### src/rtl/llr_pkg.sv
package llr_pkg;
  // Two stores exist: one per hypothesised bit value.
  localparam int BIT_VALUES = 2;

  typedef enum logic {
    PH_COLLECT = 1'b0,
    PH_DRAIN   = 1'b1
  } phase_e;
endpackage

### src/rtl/llr_cs_tree.sv
// Compare-select reduction over NP lanes; an invalid lane never wins.
module llr_cs_tree #(
  parameter int NP = 4,
  parameter int W  = 24
) (
  input  logic [NP*W-1:0]       lane_v,
  input  logic [NP-1:0]         lane_t,
  output logic signed [W-1:0]   best_v,
  output logic                  best_t
);
  localparam int LVL   = (NP > 1) ? $clog2(NP) : 0;
  localparam int P2    = 1 << LVL;
  localparam int NODES = 2 * P2 - 1;

  logic signed [W-1:0] nd_v [NODES];
  logic                nd_t [NODES];

  for (genvar gl = 0; gl < P2; gl++) begin : g_leaf
    if (gl < NP) begin : g_used
      assign nd_v[P2-1+gl] = lane_v[gl*W +: W];
      assign nd_t[P2-1+gl] = lane_t[gl];
    end else begin : g_pad
      assign nd_v[P2-1+gl] = '0;
      assign nd_t[P2-1+gl] = 1'b0;
    end
  end

  for (genvar gk = 0; gk < P2 - 1; gk++) begin : g_node
    logic take_r;
    assign take_r = nd_t[2*gk+2] &&
                    (!nd_t[2*gk+1] || (nd_v[2*gk+2] > nd_v[2*gk+1]));
    assign nd_v[gk] = take_r ? nd_v[2*gk+2] : nd_v[2*gk+1];
    assign nd_t[gk] = nd_t[2*gk+1] | nd_t[2*gk+2];
  end

  assign best_v = nd_v[0];
  assign best_t = nd_t[0];
endmodule

### src/rtl/llr_max_bank.sv
// One store of running maxima with a validity token per entry.
module llr_max_bank #(
  parameter int NP = 4,
  parameter int NB = 24,
  parameter int MW = 24,
  parameter int IW = 5
) (
  input  logic                 clk,
  input  logic                 rst_n,
  input  logic                 clr,
  input  logic                 upd,
  input  logic [IW-1:0]        upd_idx,
  input  logic [NP*MW-1:0]     lane_v,
  input  logic [NP-1:0]        lane_t,
  input  logic [IW-1:0]        rd_idx,
  output logic signed [MW-1:0] rd_v,
  output logic                 rd_t
);
  logic signed [MW-1:0] best_v;
  logic                 best_t;

  llr_cs_tree #(.NP(NP), .W(MW)) u_tree (
    .lane_v (lane_v),
    .lane_t (lane_t),
    .best_v (best_v),
    .best_t (best_t)
  );

  logic signed [MW-1:0] ent_v [NB];
  logic [NB-1:0]        ent_t;
  logic                 idx_ok;
  logic signed [MW-1:0] cur_v;
  logic                 cur_t;
  logic                 win;

  always_comb begin
    idx_ok = int'(upd_idx) < NB;
    cur_v  = idx_ok ? ent_v[upd_idx] : '0;
    cur_t  = idx_ok ? ent_t[upd_idx] : 1'b0;
    win    = upd && idx_ok && best_t && (!cur_t || (best_v > cur_v));
  end

  always_ff @(posedge clk) begin
    if (!rst_n) begin
      ent_t <= '0;
      for (int i = 0; i < NB; i++) ent_v[i] <= '0;
    end else if (clr) begin
      ent_t <= '0;
    end else if (win) begin
      ent_v[upd_idx] <= best_v;
      ent_t[upd_idx] <= 1'b1;
    end
  end

  assign rd_v = ent_v[rd_idx];
  assign rd_t = ent_t[rd_idx];
endmodule

### src/rtl/llr_extrinsic.sv
// Difference of maxima minus prior, realigned and saturated.
module llr_extrinsic #(
  parameter int MW = 24,
  parameter int PW = 9,
  parameter int OW = 12,
  parameter int MF = 5,
  parameter int PF = 4,
  parameter int OF = 4
) (
  input  logic signed [MW-1:0] m0,
  input  logic                 t0,
  input  logic signed [MW-1:0] m1,
  input  logic                 t1,
  input  logic signed [PW-1:0] prior,
  output logic signed [OW-1:0] llr
);
  localparam int XW  = MW + 3;
  localparam int PSH = MF - PF;
  localparam int OSH = MF - OF;
  localparam logic signed [XW-1:0] NEG_M = {{(XW-MW+1){1'b1}}, {(MW-1){1'b0}}};
  localparam logic signed [XW-1:0] OMAX  = {{(XW-OW+1){1'b0}}, {(OW-1){1'b1}}};
  localparam logic signed [XW-1:0] OMIN  = {{(XW-OW+1){1'b1}}, {(OW-1){1'b0}}};

  logic signed [XW-1:0] a, b, p, r, q;

  always_comb begin
    a = t0 ? {{(XW-MW){m0[MW-1]}}, m0} : NEG_M;
    b = t1 ? {{(XW-MW){m1[MW-1]}}, m1} : NEG_M;
    p = {{(XW-PW){prior[PW-1]}}, prior} <<< PSH;
    r = a - b - p;
    q = r >>> OSH;
    if (q > OMAX)      llr = OMAX[OW-1:0];
    else if (q < OMIN) llr = OMIN[OW-1:0];
    else               llr = q[OW-1:0];
  end
endmodule

### src/rtl/llr_maxlog_unit.sv
module llr_maxlog_unit #(
  parameter int NP = 4,
  parameter int NB = 24,
  parameter int MW = 24,
  parameter int PW = 9,
  parameter int OW = 12,
  parameter int MF = 5,
  parameter int PF = 4,
  parameter int OF = 4,
  parameter int IW = (NB > 1) ? $clog2(NB) : 1
) (
  input  logic              clk,
  input  logic              rst_n,
  input  logic              vec_start,
  input  logic              vec_finish,
  input  logic              in_valid,
  output logic              in_ready,
  input  logic [IW-1:0]     in_bit_idx,
  input  logic              in_first_sample,
  input  logic [NP-1:0]     in_tok0,
  input  logic [NP-1:0]     in_tok1,
  input  logic [NP*MW-1:0]  in_m0,
  input  logic [NP*MW-1:0]  in_m1,
  output logic [IW-1:0]     prior_addr,
  input  logic [PW-1:0]     prior_llr,
  output logic              out_valid,
  input  logic              out_ready,
  output logic [IW-1:0]     out_idx,
  output logic [OW-1:0]     out_llr
);
  import llr_pkg::*;

  localparam int CW = $clog2(NB + 1);

  phase_e         phase;
  logic [CW-1:0]  cnt;
  logic           collecting, clr, upd, load, last_take;

  logic [NP*MW-1:0]     lane_v [BIT_VALUES];
  logic [NP-1:0]        lane_t [BIT_VALUES];
  logic signed [MW-1:0] rd_v   [BIT_VALUES];
  logic                 rd_t   [BIT_VALUES];
  logic signed [OW-1:0] llr_c;

  assign collecting = (phase == PH_COLLECT);
  assign in_ready   = collecting;
  assign clr        = collecting && vec_start;
  assign upd        = collecting && in_valid && !vec_start && !in_first_sample;
  assign load       = !collecting && (cnt < CW'(NB)) && (!out_valid || out_ready);
  assign last_take  = !collecting && out_valid && out_ready && (cnt == CW'(NB));
  assign prior_addr = (cnt < CW'(NB)) ? cnt[IW-1:0] : '0;

  assign lane_v[0] = in_m0;
  assign lane_v[1] = in_m1;
  assign lane_t[0] = in_tok0;
  assign lane_t[1] = in_tok1;

  for (genvar gb = 0; gb < BIT_VALUES; gb++) begin : g_bank
    llr_max_bank #(.NP(NP), .NB(NB), .MW(MW), .IW(IW)) u_bank (
      .clk     (clk),
      .rst_n   (rst_n),
      .clr     (clr),
      .upd     (upd),
      .upd_idx (in_bit_idx),
      .lane_v  (lane_v[gb]),
      .lane_t  (lane_t[gb]),
      .rd_idx  (prior_addr),
      .rd_v    (rd_v[gb]),
      .rd_t    (rd_t[gb])
    );
  end

  llr_extrinsic #(.MW(MW), .PW(PW), .OW(OW), .MF(MF), .PF(PF), .OF(OF)) u_ext (
    .m0    (rd_v[0]),
    .t0    (rd_t[0]),
    .m1    (rd_v[1]),
    .t1    (rd_t[1]),
    .prior (prior_llr),
    .llr   (llr_c)
  );

  always_ff @(posedge clk) begin
    if (!rst_n) begin
      phase     <= PH_COLLECT;
      cnt       <= '0;
      out_valid <= 1'b0;
      out_idx   <= '0;
      out_llr   <= '0;
    end else if (collecting) begin
      if (vec_finish) begin
        phase <= PH_DRAIN;
        cnt   <= '0;
      end
    end else begin
      if (load) begin
        out_valid <= 1'b1;
        out_idx   <= cnt[IW-1:0];
        out_llr   <= llr_c;
        cnt       <= cnt + 1'b1;
      end else if (out_valid && out_ready) begin
        out_valid <= 1'b0;
      end
      if (last_take) phase <= PH_COLLECT;
    end
  end
endmodule

### config.mk
export PLATFORM = sky130hd
export DESIGN_NAME = llr_maxlog_unit
export DESIGN_NICKNAME = d
export VERILOG_FILES = /design/src/rtl/llr_pkg.sv /design/src/rtl/llr_cs_tree.sv /design/src/rtl/llr_max_bank.sv /design/src/rtl/llr_extrinsic.sv /design/src/rtl/llr_maxlog_unit.sv
export SDC_FILE = /design/constraint.sdc
export NUM_CORES = 2
export LEC_CHECK = 0
export BUFFER_PORTS_ARGS = -buffer_cell sky130_fd_sc_hd__buf_2
export CAP_MARGIN = 40
export CORE_MARGIN = 10
export CORE_UTILIZATION = 37
export CTS_CLUSTER_DIAMETER = 80
export DETAILED_ROUTE_END_ITERATION = 12
export PLACE_DENSITY_LB_ADDON = 0.08
export SYNTH_ARGS = -nofsm -noshare
export SYNTH_HDL_FRONTEND = slang
export SYNTH_SLANG_ARGS = --single-unit
### constraint.sdc
create_clock -name clk -period 8.53 [get_ports clk]
set_input_delay 0.4265 -clock clk [delete_from_list [all_inputs] [get_ports clk]]
set_output_delay 0.4265 -clock clk [all_outputs]
set_load 0.02 [all_outputs]
==> flow_metrics.py <==
metrics = {
    "run_status": {
        "status": "completed",
    },
    "worst_setup_path": {
        "critPathMaxFanout": 8,
        "rr_worst_depth": 25,
        "crit_family": "compound AO/OA/AOI/OAI gates",
        "crit_buf_inv": 9,
        "crit_required_ns": 9.04,
        "path_class": "in2reg",
        "slowest_stage": "o21ai_0",
        "crit_path_end_kind": "flip-flop",
        "cp_slowest_stage_delay_ns": 0.39,
        "cp.arrival_ns": 8.20,
        "worstSetupStartpointType": "input port",
        "cp.depth": 41,
        "cpMostUsedCell": "a21o_1",
    },
    "die": {
        "num_rows": 160,
        "die_area_mm2": 0.210,
        "io_pins": 245,
        "die_h_um": 459,
        "coreArea_mm2": 0.191,
        "die_w_um": 459,
        "start_util_pct": 37.3,
    },
    "placement": {
        "hpwlAfterDp_mm": 208,
        "io_buffers": 244,
        "place_ws_ns": 0.0847,
        "gp_congestion": 0.889,
    },
    "worst_hold_path": {
        "hold_class": "in2reg",
        "hold-path-cell-count": 2,
    },
    "global_routing": {
        "antenna_found_initial": 19,
        "grt_pass1_vias": 55554,
        "overflow": 0,
        "grt_pass1_wl_mm": 425,
        "grt_max_degree": 105,
        "grtUsageTotal_pct": 28.0,
    },
    "yosys": {
        "syn_nets": 6737,
        "synthArstFlopShare_pct": 0,
        "ys_seq_area_share_pct": 50.6,
        "synth-edff-count": 1152,
        "synth-seq-cells": 1224,
        "synthDistinctLibCells": 81,
        "syn_avg_cell_area_um2": 11.4,
        "synth_cells": 6273,
        "synth_area_mm2": 0.0712,
        "yosysWarnings": 0,
        "ys.flop_type": "edfxtp_1",
    },
    "routing": {
        "vias": 56238,
        "drc": 0,
        "drt_iter0_markers": 7053,
        "wl_per_cell_um": 32.6,
        "vias_per_cell": 6.07,
        "ant_nets": 0,
        "routed_wl_mm": 302,
        "first_pass_iters": 9,
    },
    "clock_tree": {
        "cts_setup_buffers": 0,
        "htreeDepth": 4,
        "root_buffer": "clkbuf_16",
        "cts_buffer_depth": 3,
        "cts_tree": "done",
        "clk_pin_slew_ns": 0.05,
        "hold_buffers": 3,
        "cts.sinks": 1224,
        "clock_latency_ns": 0.83,
        "cts_buffers": 146,
        "post_cts_resized": 0,
    },
    "sta": {
        "skew_ns": 0.0375,
        "final.min_clock_period_ns": 7.69,
        "fin_crit_sh_pct": 90.2,
        "hold_violations": 0,
        "slew_headroom_pct": 18.5,
        "fin_tns_setup_ns": 0,
        "setup_viol": 0,
        "rsz0062_at_grt": "false",
        "slew_violations": 0,
        "tightestPinTransition_ns": 1.22,
        "max_freq_ghz": 0.130,
        "worst_slack_ns": 0.837,
    },
    "pwr": {
        "ir_drop_uv": 228,
        "p_leak_nw": 32.8,
        "power.density_mw_per_mm2": 193,
    },
    "finish": {
        "layout.cells.most_common": "nor2_1",
        "layout_common_cells": "1248 x nor2_1, 1152 x edfxtp_1, 812 x nand2_1",
        "fin_nets": 7105,
        "drive_above_1_share_pct": 23.0,
        "final_core_util_pct": 44.0,
        "nFillCells": 17685,
        "area_growth_pct": 17.9,
    },
    "run": {
        "cap_violations": 0,
    },
}
[path summary, 6_finish.rpt]
| check | from | to | slack [ns] |
|---|---|---|---|
| setup / recovery | in_m0[17] | g_bank[0].u_bank.ent_v[19][3] | 0.84 |
| hold / removal | rst_n | out_idx[0] | 0.12 |
| setup reg to reg | cnt[4] | out_llr[3] | 1.08 |
| hold reg to reg | g_bank[1].u_bank.ent_t[9] | g_bank[1].u_bank.ent_t[9] | 0.46 |
[Yosys cell counts, drive strengths merged, types with 24 or more instances]
| library cell | n | share of area (%) |
|---|---|---|
| a211oi | 68 | 0.73 |
| a21o | 65 | 0.69 |
| a21oi | 88 | 0.62 |
| a221o | 26 | 0.37 |
| a221oi | 56 | 0.70 |
| a22o | 49 | 0.60 |
| a22oi | 54 | 0.57 |
| a311oi | 76 | 0.93 |
| a31oi | 116 | 1.0 |
| and3 | 76 | 0.67 |
| buf | 108 | 0.66 |
| clkbuf | 434 | 2.3 |
| dfxtp | 72 | 2.0 |
| edfxtp | 1152 | 49 |
| ha | 220 | 3.9 |
| inv | 205 | 1.1 |
| mux2 | 48 | 0.76 |
| mux2i | 196 | 2.8 |
| mux4 | 436 | 14 |
| nand2 | 868 | 4.6 |
| nand2b | 24 | 0.21 |
| nand3 | 77 | 0.54 |
| nand4 | 51 | 0.45 |
| nor2 | 1250 | 6.6 |
| nor2b | 86 | 0.76 |
| o211ai | 29 | 0.31 |
| o21a | 35 | 0.37 |
| o21ai | 62 | 0.44 |
| o22ai | 40 | 0.35 |
[cells by family (layout without fill, tap and decap cells)]
| group | Yosys count | after routing | share of synthesized area (%) |
|---|---|---|---|
| buffers and inverters | 747 | 1228 | 4.03 |
| xor gates and xnor gates | 20 | 20 | 0.246 |
| muxes | 680 | 680 | 17.3 |
| other | 0 | 6 | 0 |
| DFF | 1224 | 1224 | 50.6 |
| and+or+nand+nor | 2512 | 2512 | 14.5 |
| adders and majority gates | 243 | 243 | 4.51 |
| AOI/OAI and AO/OA | 847 | 847 | 8.81 |
[stage by stage]
| step | power [mW] | hold slack [ns] | std cells | instance area, µm² |
|---|---|---|---|---|
| 2_1_floorplan | 8.74 | 0.428 | 6273 | 71400 |
| 6_report | 16.2 | 0.118 | 9271 | 84000 |
| 3_5_place_dp | 10.2 | 0.447 | 8997 | 79400 |
| 3_3_place_gp | 10.2 | 0.443 | 8983 | 79300 |
| 4_1_cts | 16.3 | 0.0679 | 9261 | 83900 |
| 5_1_grt | 16.8 | 0.0921 | 9268 | 84000 |
[metal layers]
layer | vias up | global-route usage, % | wire (µm) | part of all wire (%)
met2 | 3105 | 41.1 | 130000 | 43
met4 | 10 | 8.17 | 9360 | 3.1
met5 | - | 0 | 52 | 0.017
li1 | 23974 | - | - | -
met1 | 28698 | 40.1 | 129000 | 43
met3 | 451 | 7.94 | 33400 | 11
[sequential cells by signal (all words and copies together) (netlist names)]
signal               flops
phase                    1
cnt                      5
out_valid                1
out_llr                 12
g_bank.u_bank.ent_t     48
g_bank.u_bank.ent_v   1152
out_idx                  5
[final cells by class]
class | count | area [µm²] | area share (%)
clock buffers | 192 | 3920 | 4.67
inverters | 205 | 795 | 0.946
clock inverters | 69 | 586 | 0.697
repair buffers | 762 | 6810 | 8.10
flip-flops and latches | 1224 | 36000 | 42.9
well taps | 2511 | 3140 | 3.74
diodes | 6 | 15.0 | 0.0179
multi-input cells | 4302 | 32700 | 38.9
[report_power, final]
group	leakage (nW)	internal, mW	total (mW)	switching (mW)
sequential	12.4	6.77	6.89	0.126
combinational	18.2	1.14	3.25	2.12
clock	2.20	3.45	6.09	2.64
total	32.8	11.4	16.2	4.88
No activity file was read; power rests on OpenSTA's default activity.
